===== config.mk =====
export PLATFORM = sky130hd
export DESIGN_NAME = rc_engine
export DESIGN_NICKNAME = d
export VERILOG_FILES = /design/src/rtl/rc_pkg.sv /design/src/rtl/rc_lfsr.sv /design/src/rtl/rc_coin.sv /design/src/rtl/rc_thresh.sv /design/src/rtl/rc_engine.sv
export SDC_FILE = /design/constraint.sdc
export NUM_CORES = 1
export LEC_CHECK = 0
export BUFFER_PORTS_ARGS = -buffer_cell sky130_fd_sc_hd__buf_4
export CAP_MARGIN = 20
export CELL_PAD_IN_SITES_DETAIL_PLACEMENT = 1
export CELL_PAD_IN_SITES_GLOBAL_PLACEMENT = 1
export CORE_ASPECT_RATIO = 1.25
export CORE_MARGIN = 5
export CORE_UTILIZATION = 25
export CTS_BUF_LIST = sky130_fd_sc_hd__clkbuf_4 sky130_fd_sc_hd__clkbuf_8 sky130_fd_sc_hd__clkbuf_16
export DETAILED_ROUTE_END_ITERATION = 6
export PLACE_DENSITY = 0.55
export SLEW_MARGIN = 20
export SYNTH_ARGS = -nofsm -noshare
export SYNTH_HDL_FRONTEND = slang
export SYNTH_SLANG_ARGS = --single-unit

===== constraint.sdc =====
create_clock -name clk -period 8.2 [get_ports clk]
set_input_delay 0.82 -clock clk [delete_from_list [all_inputs] [get_ports clk]]
set_output_delay 0.82 -clock clk [all_outputs]
set_load 0.02 [all_outputs]

===== src/rtl/rc_pkg.sv =====
package rc_pkg;

    typedef enum logic [3:0] {
        ST_NONE = 4'd0,
        ST_AF   = 4'd1,
        ST_BF   = 4'd2,
        ST_BS   = 4'd3,
        ST_AS   = 4'd4,
        ST_FF   = 4'd5,
        ST_FS   = 4'd6,
        ST_SF   = 4'd7,
        ST_SS   = 4'd8,
        ST_DONE = 4'd9,
        ST_IDLE = 4'd10
    } rc_state_e;

    function automatic logic is_single(rc_state_e s);
        return (s == ST_AF) || (s == ST_BF) || (s == ST_BS) || (s == ST_AS);
    endfunction

    function automatic logic is_both(rc_state_e s);
        return (s == ST_FF) || (s == ST_FS) || (s == ST_SF) || (s == ST_SS);
    endfunction

    function automatic logic is_mixed(rc_state_e s);
        return (s == ST_FS) || (s == ST_SF);
    endfunction

endpackage


===== src/rtl/rc_lfsr.sv =====
module rc_lfsr #(
    parameter int          WIDTH = 16,
    parameter logic [15:0] TAPS  = 16'hB400
) (
    input  logic             clk,
    input  logic             rst_n,
    input  logic             load_i,
    input  logic [WIDTH-1:0] seed_i,
    output logic [WIDTH-1:0] value_o
);
    localparam logic [WIDTH-1:0] ONE  = WIDTH'(1);
    localparam logic [WIDTH-1:0] MASK = WIDTH'(TAPS);

    logic [WIDTH-1:0] lfsr_d, lfsr_q;

    always_comb begin
        if (load_i) begin
            lfsr_d = (seed_i == '0) ? ONE : seed_i;
        end else begin
            lfsr_d = {1'b0, lfsr_q[WIDTH-1:1]} ^ (lfsr_q[0] ? MASK : '0);
        end
    end

    always_ff @(posedge clk) begin
        if (!rst_n) lfsr_q <= ONE;
        else        lfsr_q <= lfsr_d;
    end

    assign value_o = lfsr_q;

    // lock-up state never reached
    assert_lfsr_nonzero_R12: assert property (@(posedge clk) disable iff (!rst_n)
        load_i |=> (lfsr_q != '0));
    assert_lfsr_stays_live_R12: assert property (@(posedge clk) disable iff (!rst_n)
        (lfsr_q != '0) |=> (lfsr_q != '0));

endmodule


===== src/rtl/rc_coin.sv =====
module rc_coin #(
    parameter int LFSR_W = 16,
    parameter int PROB_W = 8
) (
    input  logic [LFSR_W-1:0] rand_i,
    input  logic [PROB_W-1:0] prob_i,
    output logic              fast_o
);
    localparam int SHIFT = LFSR_W - PROB_W;

    logic [LFSR_W-1:0] scaled;

    generate
        if (SHIFT > 0) begin : g_scale
            assign scaled = {prob_i, {SHIFT{1'b0}}};
        end else begin : g_same
            assign scaled = LFSR_W'(prob_i);
        end
    endgenerate

    always_comb begin
        if (prob_i == '1)      fast_o = 1'b1;
        else if (prob_i == '0) fast_o = 1'b0;
        else                   fast_o = (rand_i < scaled);
    end

endmodule


===== src/rtl/rc_thresh.sv =====
module rc_thresh #(
    parameter int DLY_W = 8,
    parameter int CNT_W = 8,
    parameter int BASE  = 159
) (
    input  logic [DLY_W-1:0] delay_i,
    output logic [CNT_W-1:0] thr_o
);
    always_comb begin
        if (int'(delay_i) >= BASE) thr_o = '0;
        else                       thr_o = CNT_W'(BASE - int'(delay_i));
    end

endmodule


===== src/rtl/rc_engine.sv =====
module rc_engine
    import rc_pkg::*;
#(
    parameter int          LFSR_W  = 16,
    parameter logic [15:0] TAPS    = 16'hB400,
    parameter int          PROB_W  = 8,
    parameter int          DLY_W   = 8,
    parameter int          RETRY_W = 8,
    parameter int          FF_MIN  = 76,
    parameter int          FF_CAP  = 85,
    parameter int          SS_MIN  = 159,
    parameter int          SS_CAP  = 167
) (
    input  logic               clk,
    input  logic               rst_n,
    input  logic               start_i,
    input  logic [LFSR_W-1:0]  seed_i,
    input  logic [DLY_W-1:0]   delay_i,
    input  logic [PROB_W-1:0]  prob_i,
    output logic               resolved_o,
    output logic               speed_a_o,
    output logic               speed_b_o,
    output logic [RETRY_W-1:0] retry_o,
    output logic [3:0]         state_o
);
    localparam int CAP_MAX = (SS_CAP > FF_CAP) ? SS_CAP : FF_CAP;
    localparam int CNT_W   = $clog2(CAP_MAX + 1) > DLY_W ? $clog2(CAP_MAX + 1) : DLY_W;
    localparam logic [CNT_W-1:0] FF_MIN_C = CNT_W'(FF_MIN);
    localparam logic [CNT_W-1:0] SS_MIN_C = CNT_W'(SS_MIN);
    localparam logic [CNT_W-1:0] FF_CAP_C = CNT_W'(FF_CAP);
    localparam logic [CNT_W-1:0] SS_CAP_C = CNT_W'(SS_CAP);

    typedef struct packed {
        rc_state_e          state;
        logic [CNT_W-1:0]   cnt;
        logic               half;
        logic               hold;
        logic               spd_a;
        logic               spd_b;
        logic [RETRY_W-1:0] retry;
    } regs_t;

    regs_t r_d, r_q;

    logic [LFSR_W-1:0] rnd;
    logic              coin_fast;
    logic [CNT_W-1:0]  thr_fast;
    logic [CNT_W-1:0]  thr_slow;
    logic [CNT_W-1:0]  delay_c;

    rc_lfsr #(.WIDTH(LFSR_W), .TAPS(TAPS)) u_lfsr (
        .clk     (clk),
        .rst_n   (rst_n),
        .load_i  (start_i),
        .seed_i  (seed_i),
        .value_o (rnd)
    );

    rc_coin #(.LFSR_W(LFSR_W), .PROB_W(PROB_W)) u_coin (
        .rand_i (rnd),
        .prob_i (prob_i),
        .fast_o (coin_fast)
    );

    rc_thresh #(.DLY_W(DLY_W), .CNT_W(CNT_W), .BASE(FF_MIN)) u_thr_fast (
        .delay_i (delay_i),
        .thr_o   (thr_fast)
    );

    rc_thresh #(.DLY_W(DLY_W), .CNT_W(CNT_W), .BASE(SS_MIN)) u_thr_slow (
        .delay_i (delay_i),
        .thr_o   (thr_slow)
    );

    assign delay_c = CNT_W'(delay_i);

    // half-step advance of the shared timer
    logic [CNT_W-1:0] tick_cnt;
    logic             tick_half;
    always_comb begin
        if (r_q.half) begin
            tick_cnt  = r_q.cnt + 1'b1;
            tick_half = 1'b0;
        end else begin
            tick_cnt  = r_q.cnt;
            tick_half = 1'b1;
        end
    end

    // per-state window limits
    logic [CNT_W-1:0] cap_now;
    logic [CNT_W-1:0] res_thr;
    logic [CNT_W-1:0] rst_thr;
    always_comb begin
        cap_now = (r_q.state == ST_FF) ? FF_CAP_C : SS_CAP_C;
        res_thr = (r_q.state == ST_FF) ? thr_fast : thr_slow;
        rst_thr = (r_q.state == ST_FF) ? FF_MIN_C : SS_MIN_C;
    end

    always_comb begin
        r_d = r_q;
        if (start_i) begin
            r_d.state = ST_NONE;
            r_d.cnt   = '0;
            r_d.half  = 1'b0;
            r_d.hold  = 1'b0;
            r_d.spd_a = 1'b0;
            r_d.spd_b = 1'b0;
            r_d.retry = '0;
        end else begin
            unique case (r_q.state)
                ST_NONE: begin
                    r_d.cnt   = '0;
                    r_d.half  = 1'b0;
                    r_d.hold  = 1'b0;
                    r_d.spd_a = 1'b0;
                    r_d.spd_b = 1'b0;
                    if (!rnd[LFSR_W-1]) begin
                        r_d.spd_a = coin_fast;
                        r_d.state = coin_fast ? ST_AF : ST_AS;
                    end else begin
                        r_d.spd_b = coin_fast;
                        r_d.state = coin_fast ? ST_BF : ST_BS;
                    end
                end
                ST_AF, ST_AS, ST_BF, ST_BS: begin
                    if (r_q.cnt < delay_c) begin
                        r_d.cnt  = tick_cnt;
                        r_d.half = tick_half;
                    end else begin
                        r_d.cnt  = '0;
                        r_d.half = 1'b0;
                        r_d.hold = 1'b0;
                        unique case (r_q.state)
                            ST_AF: begin
                                r_d.spd_b = coin_fast;
                                r_d.state = coin_fast ? ST_FF : ST_FS;
                            end
                            ST_AS: begin
                                r_d.spd_b = coin_fast;
                                r_d.state = coin_fast ? ST_SF : ST_SS;
                            end
                            ST_BF: begin
                                r_d.spd_a = coin_fast;
                                r_d.state = coin_fast ? ST_FF : ST_SF;
                            end
                            default: begin
                                r_d.spd_a = coin_fast;
                                r_d.state = coin_fast ? ST_FS : ST_SS;
                            end
                        endcase
                    end
                end
                ST_FS, ST_SF: begin
                    if (r_q.cnt >= res_thr) begin
                        r_d.state = ST_DONE;
                        r_d.cnt   = '0;
                        r_d.half  = 1'b0;
                    end else if (r_q.cnt < cap_now) begin
                        r_d.cnt  = tick_cnt;
                        r_d.half = tick_half;
                    end
                end
                ST_FF, ST_SS: begin
                    if (!r_q.hold && (r_q.cnt >= res_thr) && rnd[0]) begin
                        r_d.state = ST_DONE;
                        r_d.cnt   = '0;
                        r_d.half  = 1'b0;
                    end else if (r_q.cnt >= rst_thr) begin
                        r_d.state = ST_NONE;
                        r_d.cnt   = '0;
                        r_d.half  = 1'b0;
                        r_d.hold  = 1'b0;
                        if (r_q.retry != '1) r_d.retry = r_q.retry + 1'b1;
                    end else begin
                        if (r_q.cnt >= res_thr) r_d.hold = 1'b1;
                        if (r_q.cnt < cap_now) begin
                            r_d.cnt  = tick_cnt;
                            r_d.half = tick_half;
                        end
                    end
                end
                default: begin
                    // idle and done hold
                end
            endcase
        end
    end

    always_ff @(posedge clk) begin
        if (!rst_n) begin
            r_q.state <= ST_IDLE;
            r_q.cnt   <= '0;
            r_q.half  <= 1'b0;
            r_q.hold  <= 1'b0;
            r_q.spd_a <= 1'b0;
            r_q.spd_b <= 1'b0;
            r_q.retry <= '0;
        end else begin
            r_q <= r_d;
        end
    end

    assign resolved_o = (r_q.state == ST_DONE);
    assign speed_a_o  = r_q.spd_a;
    assign speed_b_o  = r_q.spd_b;
    assign retry_o    = r_q.retry;
    assign state_o    = 4'(r_q.state);

    // start always lands in the no-choice state with retries cleared
    assert_start_entry_R2: assert property (@(posedge clk) disable iff (!rst_n)
        start_i |=> (state_o == 4'd0) && (retry_o == '0));

    // threshold end values force the coin
    assert_coin_zero_R5: assert property (@(posedge clk) disable iff (!rst_n)
        (prob_i == '0) |-> !coin_fast);
    assert_coin_full_R5: assert property (@(posedge clk) disable iff (!rst_n)
        (prob_i == '1) |-> coin_fast);

    // mixed states never fall back to a new round
    assert_mixed_no_restart_R6: assert property (@(posedge clk) disable iff (!rst_n)
        (is_mixed(r_q.state) && !start_i) |=> (is_mixed(r_q.state) || r_q.state == ST_DONE));

    // timer cleared when both nodes have chosen, and held under its cap
    assert_timer_clear_R9: assert property (@(posedge clk) disable iff (!rst_n)
        (is_single(r_q.state) && !start_i) |=>
            (!is_both(r_q.state) || (r_q.cnt == '0 && !r_q.half)));
    assert_timer_cap_R9: assert property (@(posedge clk) disable iff (!rst_n)
        is_both(r_q.state) |-> (r_q.cnt <= ((r_q.state == ST_FF) ? FF_CAP_C : SS_CAP_C)));

    // done is absorbing until a new start
    assert_done_hold_R10: assert property (@(posedge clk) disable iff (!rst_n)
        (resolved_o && !start_i) |=> resolved_o);

    // retry count saturates and only moves up by one
    assert_retry_sat_R11: assert property (@(posedge clk) disable iff (!rst_n)
        ((retry_o == '1) && !start_i) |=> (retry_o == '1));
    assert_retry_step_R11: assert property (@(posedge clk) disable iff (!rst_n)
        (!start_i && !(state_o == 4'd5 || state_o == 4'd8)) |=> $stable(retry_o));

endmodule


* Yosys cells after proc, flatten, opt, wreduce, memory -nomap -nowiden
Cells that the tools add are included.
W data, S select, Z words.
** Cells by class
- $add $sub $neg :: 4
- Multiplexer cells :: 43
- Bitwise logic cells :: 3
- Reductions and logical operators :: 21
- $lt $le $gt $ge :: 7
- Eq/ne operators :: 21
** Operator list (count)
- $mux W8 :: 10
- $pmux W13 S4 :: 1
- $mux W16 :: 3
- $mux W9 :: 3
- $mux W24 :: 1
- $mux W4 :: 5
- $add A8 B1 Y8 const B :: 2
- $eq A4 B3 Y1 const B :: 4
- $ge A8 B8 Y1 :: 2
- $logic_not A16 Y1 :: 1
- $lt A16 B16 Y1 :: 1
- $lt A8 B8 Y1 :: 2
- $reduce_and A4 Y1 :: 4
- $xor A15 B16 Y16 :: 1
- $mux W13 :: 1
- $ne A3 B3 Y1 const B :: 4
- $pmux W4 S3 :: 1
- $mux W1 :: 10
- $mux W10 :: 1
- $ne A2 B2 Y1 const B :: 5
- $mux W3 :: 3
- $eq A4 B2 Y1 const B :: 2
- $eq A4 B4 Y1 const B :: 2
- $eq A8 B8 Y1 const B :: 1
- 22 further kinds :: 29
** Storage, ports and cells
- Output and inout bits :: 15
- Logic and storage cells :: 108
- Bits of input ports :: 35
- Bits in registers :: 40

* Longest topological paths before layout
- Word-level depth :: 9
- Depth in mapped cells :: 17
- Depth with buffers taken out :: 15

* By module
From an unflattened synthesis, not the netlist that was laid out.
** Unflattened totals
- Cell total of the unflattened synthesis :: 417
- Area total of the unflattened synthesis :: 3408.3 µm²
** Modules (own cells, without submodules)
- rc_engine :: area each 2273.4 µm², cells an instance 283, sequential area each 480.5 µm², instances 1
- rc_lfsr :: area each 678.2 µm², cells an instance 64, sequential area each 320.3 µm², instances 1
- rc_coin :: area each 209.0 µm², cells an instance 29, sequential area each 0.0 µm², instances 1
- rc_thresh at u_thr_fast :: area each 153.9 µm², cells an instance 24, sequential area each 0.0 µm², instances 1
- rc_thresh at u_thr_slow :: area each 93.8 µm², cells an instance 17, sequential area each 0.0 µm², instances 1

* Worst setup path before layout
No wires, ideal clock.
- Path kind :: input-to-reg
- Start point :: input delay_i[5]
- End point :: register r_q[15] (netlist name)
- Data required time :: 8.084 ns
- Library setup time :: 0.116 ns
- Path buffers :: 1
- Path slack :: 4.429 ns
- Arrival :: 3.655 ns
- Cell stages on the path :: 13
- Cells stage by stage :: inv_1 -> a31oi_1 -> nor3_1 -> clkbuf_1 -> a21oi_1 -> a2bb2oi_1 -> ha_1 -> nand4_1 -> o31ai_4 -> a2bb2o_4 -> a211o_1 -> a32o_1 -> a31o_2
** Between the ends
- Cells in the longest elaborated chain, start to end :: 8
- Elaborated cells between the ends (all ways) :: 15
- Those cells by class :: add/sub (2); order compare (4); mux (7); reduce/logical (2)
** Ends and longest elaborated chain
- from (decl) :: RTL line rc_engine.sv:18 : input logic [DLY_W-1:0] delay_i,
- $sub A8 B8 Y8 (tied with other cells) :: RTL line rc_thresh.sv:11 : else thr_o = CNT_W'(BASE - int'(delay_i));
- $mux W8 :: RTL line rc_thresh.sv:10 : if (int'(delay_i) >= BASE) thr_o = '0;
- $mux W8 :: RTL line rc_engine.sv:96 : res_thr = (r_q.state == ST_FF) ? thr_fast : thr_slow;
- $ge A8 B8 Y1 :: RTL line rc_engine.sv:155, rc_engine.sv:165
- $logic_and A1 B1 Y1 (2 in a row) :: RTL line rc_engine.sv:165 : if (!r_q.hold && (r_q.cnt >= res_thr) && rnd[0]) begin
- $mux W13 :: RTL line rc_engine.sv:165
- $pmux W13 S4 (*) :: RTL line rc_engine.sv:111 : unique case (r_q.state)
- to (signal assigned) :: RTL line rc_engine.sv:200 : r_q <= r_d;
- to (decl) :: RTL line rc_engine.sv:43 : regs_t r_d, r_q;
Mark *: on every way between the ends. The rest lies on a longest branch, timed or not.
A chain may end at the register's enable or synchronous reset.

* Worst setup path in the final report
- Start point :: register r_q, in the netlist state_o[0]
- End point :: register r_q[15] (netlist name)
** Between the ends
- Cells in the longest elaborated chain, start to end :: 7
- Elaborated cells between the ends (all ways) :: 26
- Those cells by class :: order compare (3); eq/ne (8); mux (8); reduce/logical (7)
** Ends and longest elaborated chain (RTL line)
- $eq A4 B3 Y1
- $mux W8, on equally long branches :: rc_engine.sv:95, rc_engine.sv:96
- $lt A8 B8 Y1 / $ge A8 B8 Y1 (equally long branches)
- $mux W9 / $logic_and A1 B1 Y1 (equally long branches)
- $mux W10 / $logic_and A1 B1 Y1 (equally long branches) :: rc_engine.sv:169, rc_engine.sv:165
- $mux W13 :: rc_engine.sv:165
- $pmux W13 S4 :: rc_engine.sv:111
Parallel ways exist; a longest one is shown, timed or not.

==> results_dict.tcl <==
set metrics [dict create \
    final_common_cell "buf_4" \
    rows 47 \
    grt_max_degree 28 \
    cts_buffers 5 \
    crit_buf_inv 0 \
    routed_wl_um 9533 \
    synth_top_flop_cell "dfxtp_1" \
    final_hold_viol_count 0 \
    holdBufCountCts 0 \
    grtUsageTotal_pct 12.13 \
    cts_sinks 40 \
    fp.dieW_um 113.1 \
    drt-met1-wl_um 4439 \
    endpoint_kind "flip-flop" \
    wl_per_cell_um 15.68 \
    nets 509 \
    drive_gt1_share_pct 16.93 \
    synthCells 408 \
    worst_hold_path_type "reg -> reg" \
    finalPower_mw 0.5308 \
    min_period_ns 4.387 \
    seqPwrFrac_pct 40.7 \
    fin_skew_ns 0.007035 \
    combPwrFrac_pct 24.0 \
    max_stage_delay_ns 0.63 \
    grt_pass1_wl_um 15850 \
    via_per_inst 4.992 \
    clk_latency_ns 0.28 \
    clkPwrFrac_pct 35.3 \
    tightest_slew_ns 1.022 \
    timing.final.crit_share_pct 53.51 \
    finalSetupViolCount 0 \
    dp_hpwl_um 7504 \
    p_int_mw 0.3704 \
    fillCellCount 1612 \
    htree_levels 2 \
    ioPinCount 50 \
    maxSlewHeadroom_pct 31.70 \
    cts_setup_buffers 0 \
    drtIter0Drc 159 \
    chipHeight_um 138.9 \
    place.gp.congestion 0.7755 \
    synth_nets 480 \
    static-leakage-power_nw 1.704 \
    syn_area_um2 3323 \
    yosysSeqAreaShare_pct 24.10 \
    initial_utilization_pct 25.23 \
    critPathMaxFanout 14 \
    yosysTopAreaCell "dfxtp_1" \
    routed-via-count 3035 \
    final_max_slew_viol_count 0 \
    grt_overflow 0 \
    async_flop_share_pct 0 \
    p_per_area_nw_per_um2 136.3 \
    ys_seq_elements 40 \
    switchingPower_mw 0.1605 \
    critPathTopFamily "compound AO/OA/AOI/OAI gates" \
    grt_pass1_vias 3244 \
    portBuffers 49 \
    required_ns 8.37 \
    path_clk_slew_ns 0.06 \
    synth.distinct_cells 67 \
    switching_share_pct 30.23 \
    area_growth_pct 17.17 \
    worstPathArrival_ns 4.56 \
    timing.setup.tns_ns 0 \
    cts_tree "yes" \
    yosys_warnings 0 \
    max-vdd-ir-drop_v 0.00009590 \
    clockBufferDepth 2 \
    synth_edf_count 0 \
    wl_met3_um 335 \
    cts-root-buf "clkbuf_16" \
    layout_common_cells "buf_4, dfxtp_1, ha_1" \
    drc_errors 0 \
    crit_type "reg -> reg" \
    slowest_stage "nor3_2" \
    core_area_um2 13170 \
    highest_layer "met4" \
    path_cells "nor2b_1, nand2_1, nor3_2, a21oi_1, a2bb2oi_1, ha_1, nand4_1, o31ai_4, a2bb2o_4, a211o_1, a32o_1, a31o_2" \
    grt_antenna_before_repair 0 \
    ant_nets 0 \
    status "finished clean" \
    drt_first_pass_iters 5 \
    drv_cap 0 \
    met2_length_um 4680 \
    ys_top_cells_by_area "dfxtp_1, ha_1, mux2i_1" \
    rsz0062_at_grt "false" \
    netlist.area_leader.share_pct 24.10 \
    cts_resized 0 \
    fmax_mhz 227.9 \
    syn_avg_cell_area_um2 8.145 \
    startpoint_type "flip-flop" \
    antennaDiodeCount 0 \
    dieArea_um2 15710 \
]
-- per-layer routing --
layer | global-route usage (%) | vias up
li1 | - | 1534
met1 | 15.18 | 1448
met2 | 21.35 | 47
met3 | 2.401 | 6
met4 | 2.658 | 0
met5 | 0 | -
-- flip-flops by register name, summed over array words and instances, names as in the netlist --
name	flops
speed_b_o	1
u_lfsr.value_o	16
r_q	10
retry_o	8
state_o	4
speed_a_o	1
-- cells by family (layout without fill, tap and decap cells) --
kind of cell    Yosys count  in the layout  share of synthesized area (%)
simple gates            143            143                          23.04
compound gates          101            101                          22.55
buf+inv                  59             88                          8.246
flops                    40             40                          24.10
fa+ha+maj                37             37                          13.93
mux                      18             18                          5.497
xor+xnor                 10             10                          2.636
-- final cells by class --
class                   instances  area (um^2)  area share (%)
inverters                      32        120.1           3.085
well taps                     171        214.0           5.495
clock buffers                   5        125.1           3.213
repair buffers                 49        367.9           9.447
multi-input cells             309         2253           57.87
clock inverters                 2        12.51          0.3213
flip-flops and latches         40        800.8           20.57
-- cell usage after synthesis, drive strengths merged, types with 6 or more instances --
cell and n:
ha 37, a31oi 9, mux2i 16, clkbuf 7, nor2 34, nor3 19, dfxtp 40, inv 31
nor2b 16, nand4 9, o21ai 21, buf 20, xnor2 9, nand2 26, a21o 6, nand3 9
and3 8, a21oi 21, nor4 7
-- per-stage QoR --
| stage | worst slack (ns) | instance area (um^2) | utilization, % | hold WS, ns | instances |
|---|---|---|---|---|---|
| after floorplan | 4.429 | 3323 | - | 0.4208 | 408 |
| after global placement | 3.476 | 3751 | 28.48 | 0.4295 | 601 |
| after detailed placement | 3.466 | 3751 | 28.48 | 0.4514 | 601 |
| after CTS | 3.433 | 3889 | 29.52 | 0.4656 | 608 |
| after global routing | 3.409 | 3894 | 29.56 | 0.5237 | 608 |
| final | 3.813 | 3894 | 29.56 | 0.4549 | 608 |
-- power groups by stage --
stage / Clock [mW] / Sequential, mW / Combinational (mW)
after floorplan: 0 / 0.212 / 0.0946
after global placement: 0 / 0.221 / 0.126
after detailed placement: 0 / 0.220 / 0.128
after CTS: 0.195 / 0.216 / 0.129
after global routing: 0.204 / 0.218 / 0.143
final: 0.187 / 0.216 / 0.128
-- worst min-delay path, cell delays in order (launching register included) --
cell     delay, ns
dfxtp_1       0.31
o21ai_0       0.06
nand2_1       0.06
-- path summary, 6_finish.rpt --
| path | startpoint | end | slack [ns] | depth (start not counted) |
|---|---|---|---|---|
| worst max-delay path | state_o[0]$_SDFFE_PP0P_ | r_q[15]$_SDFFE_PP0P_ | 3.81 | 12 |
| worst min register to register | u_lfsr.value_o[1]$_SDFF_PN0_ | u_lfsr.value_o[0]$_SDFF_PN1_ | 0.45 | 2 |
| worst min-delay path | u_lfsr.value_o[1]$_SDFF_PN0_ | u_lfsr.value_o[0]$_SDFF_PN1_ | 0.45 | 2 |
| worst max register to register | state_o[0]$_SDFFE_PP0P_ | r_q[15]$_SDFFE_PP0P_ | 3.81 | 12 |
(Power assumes the default switching activity.)
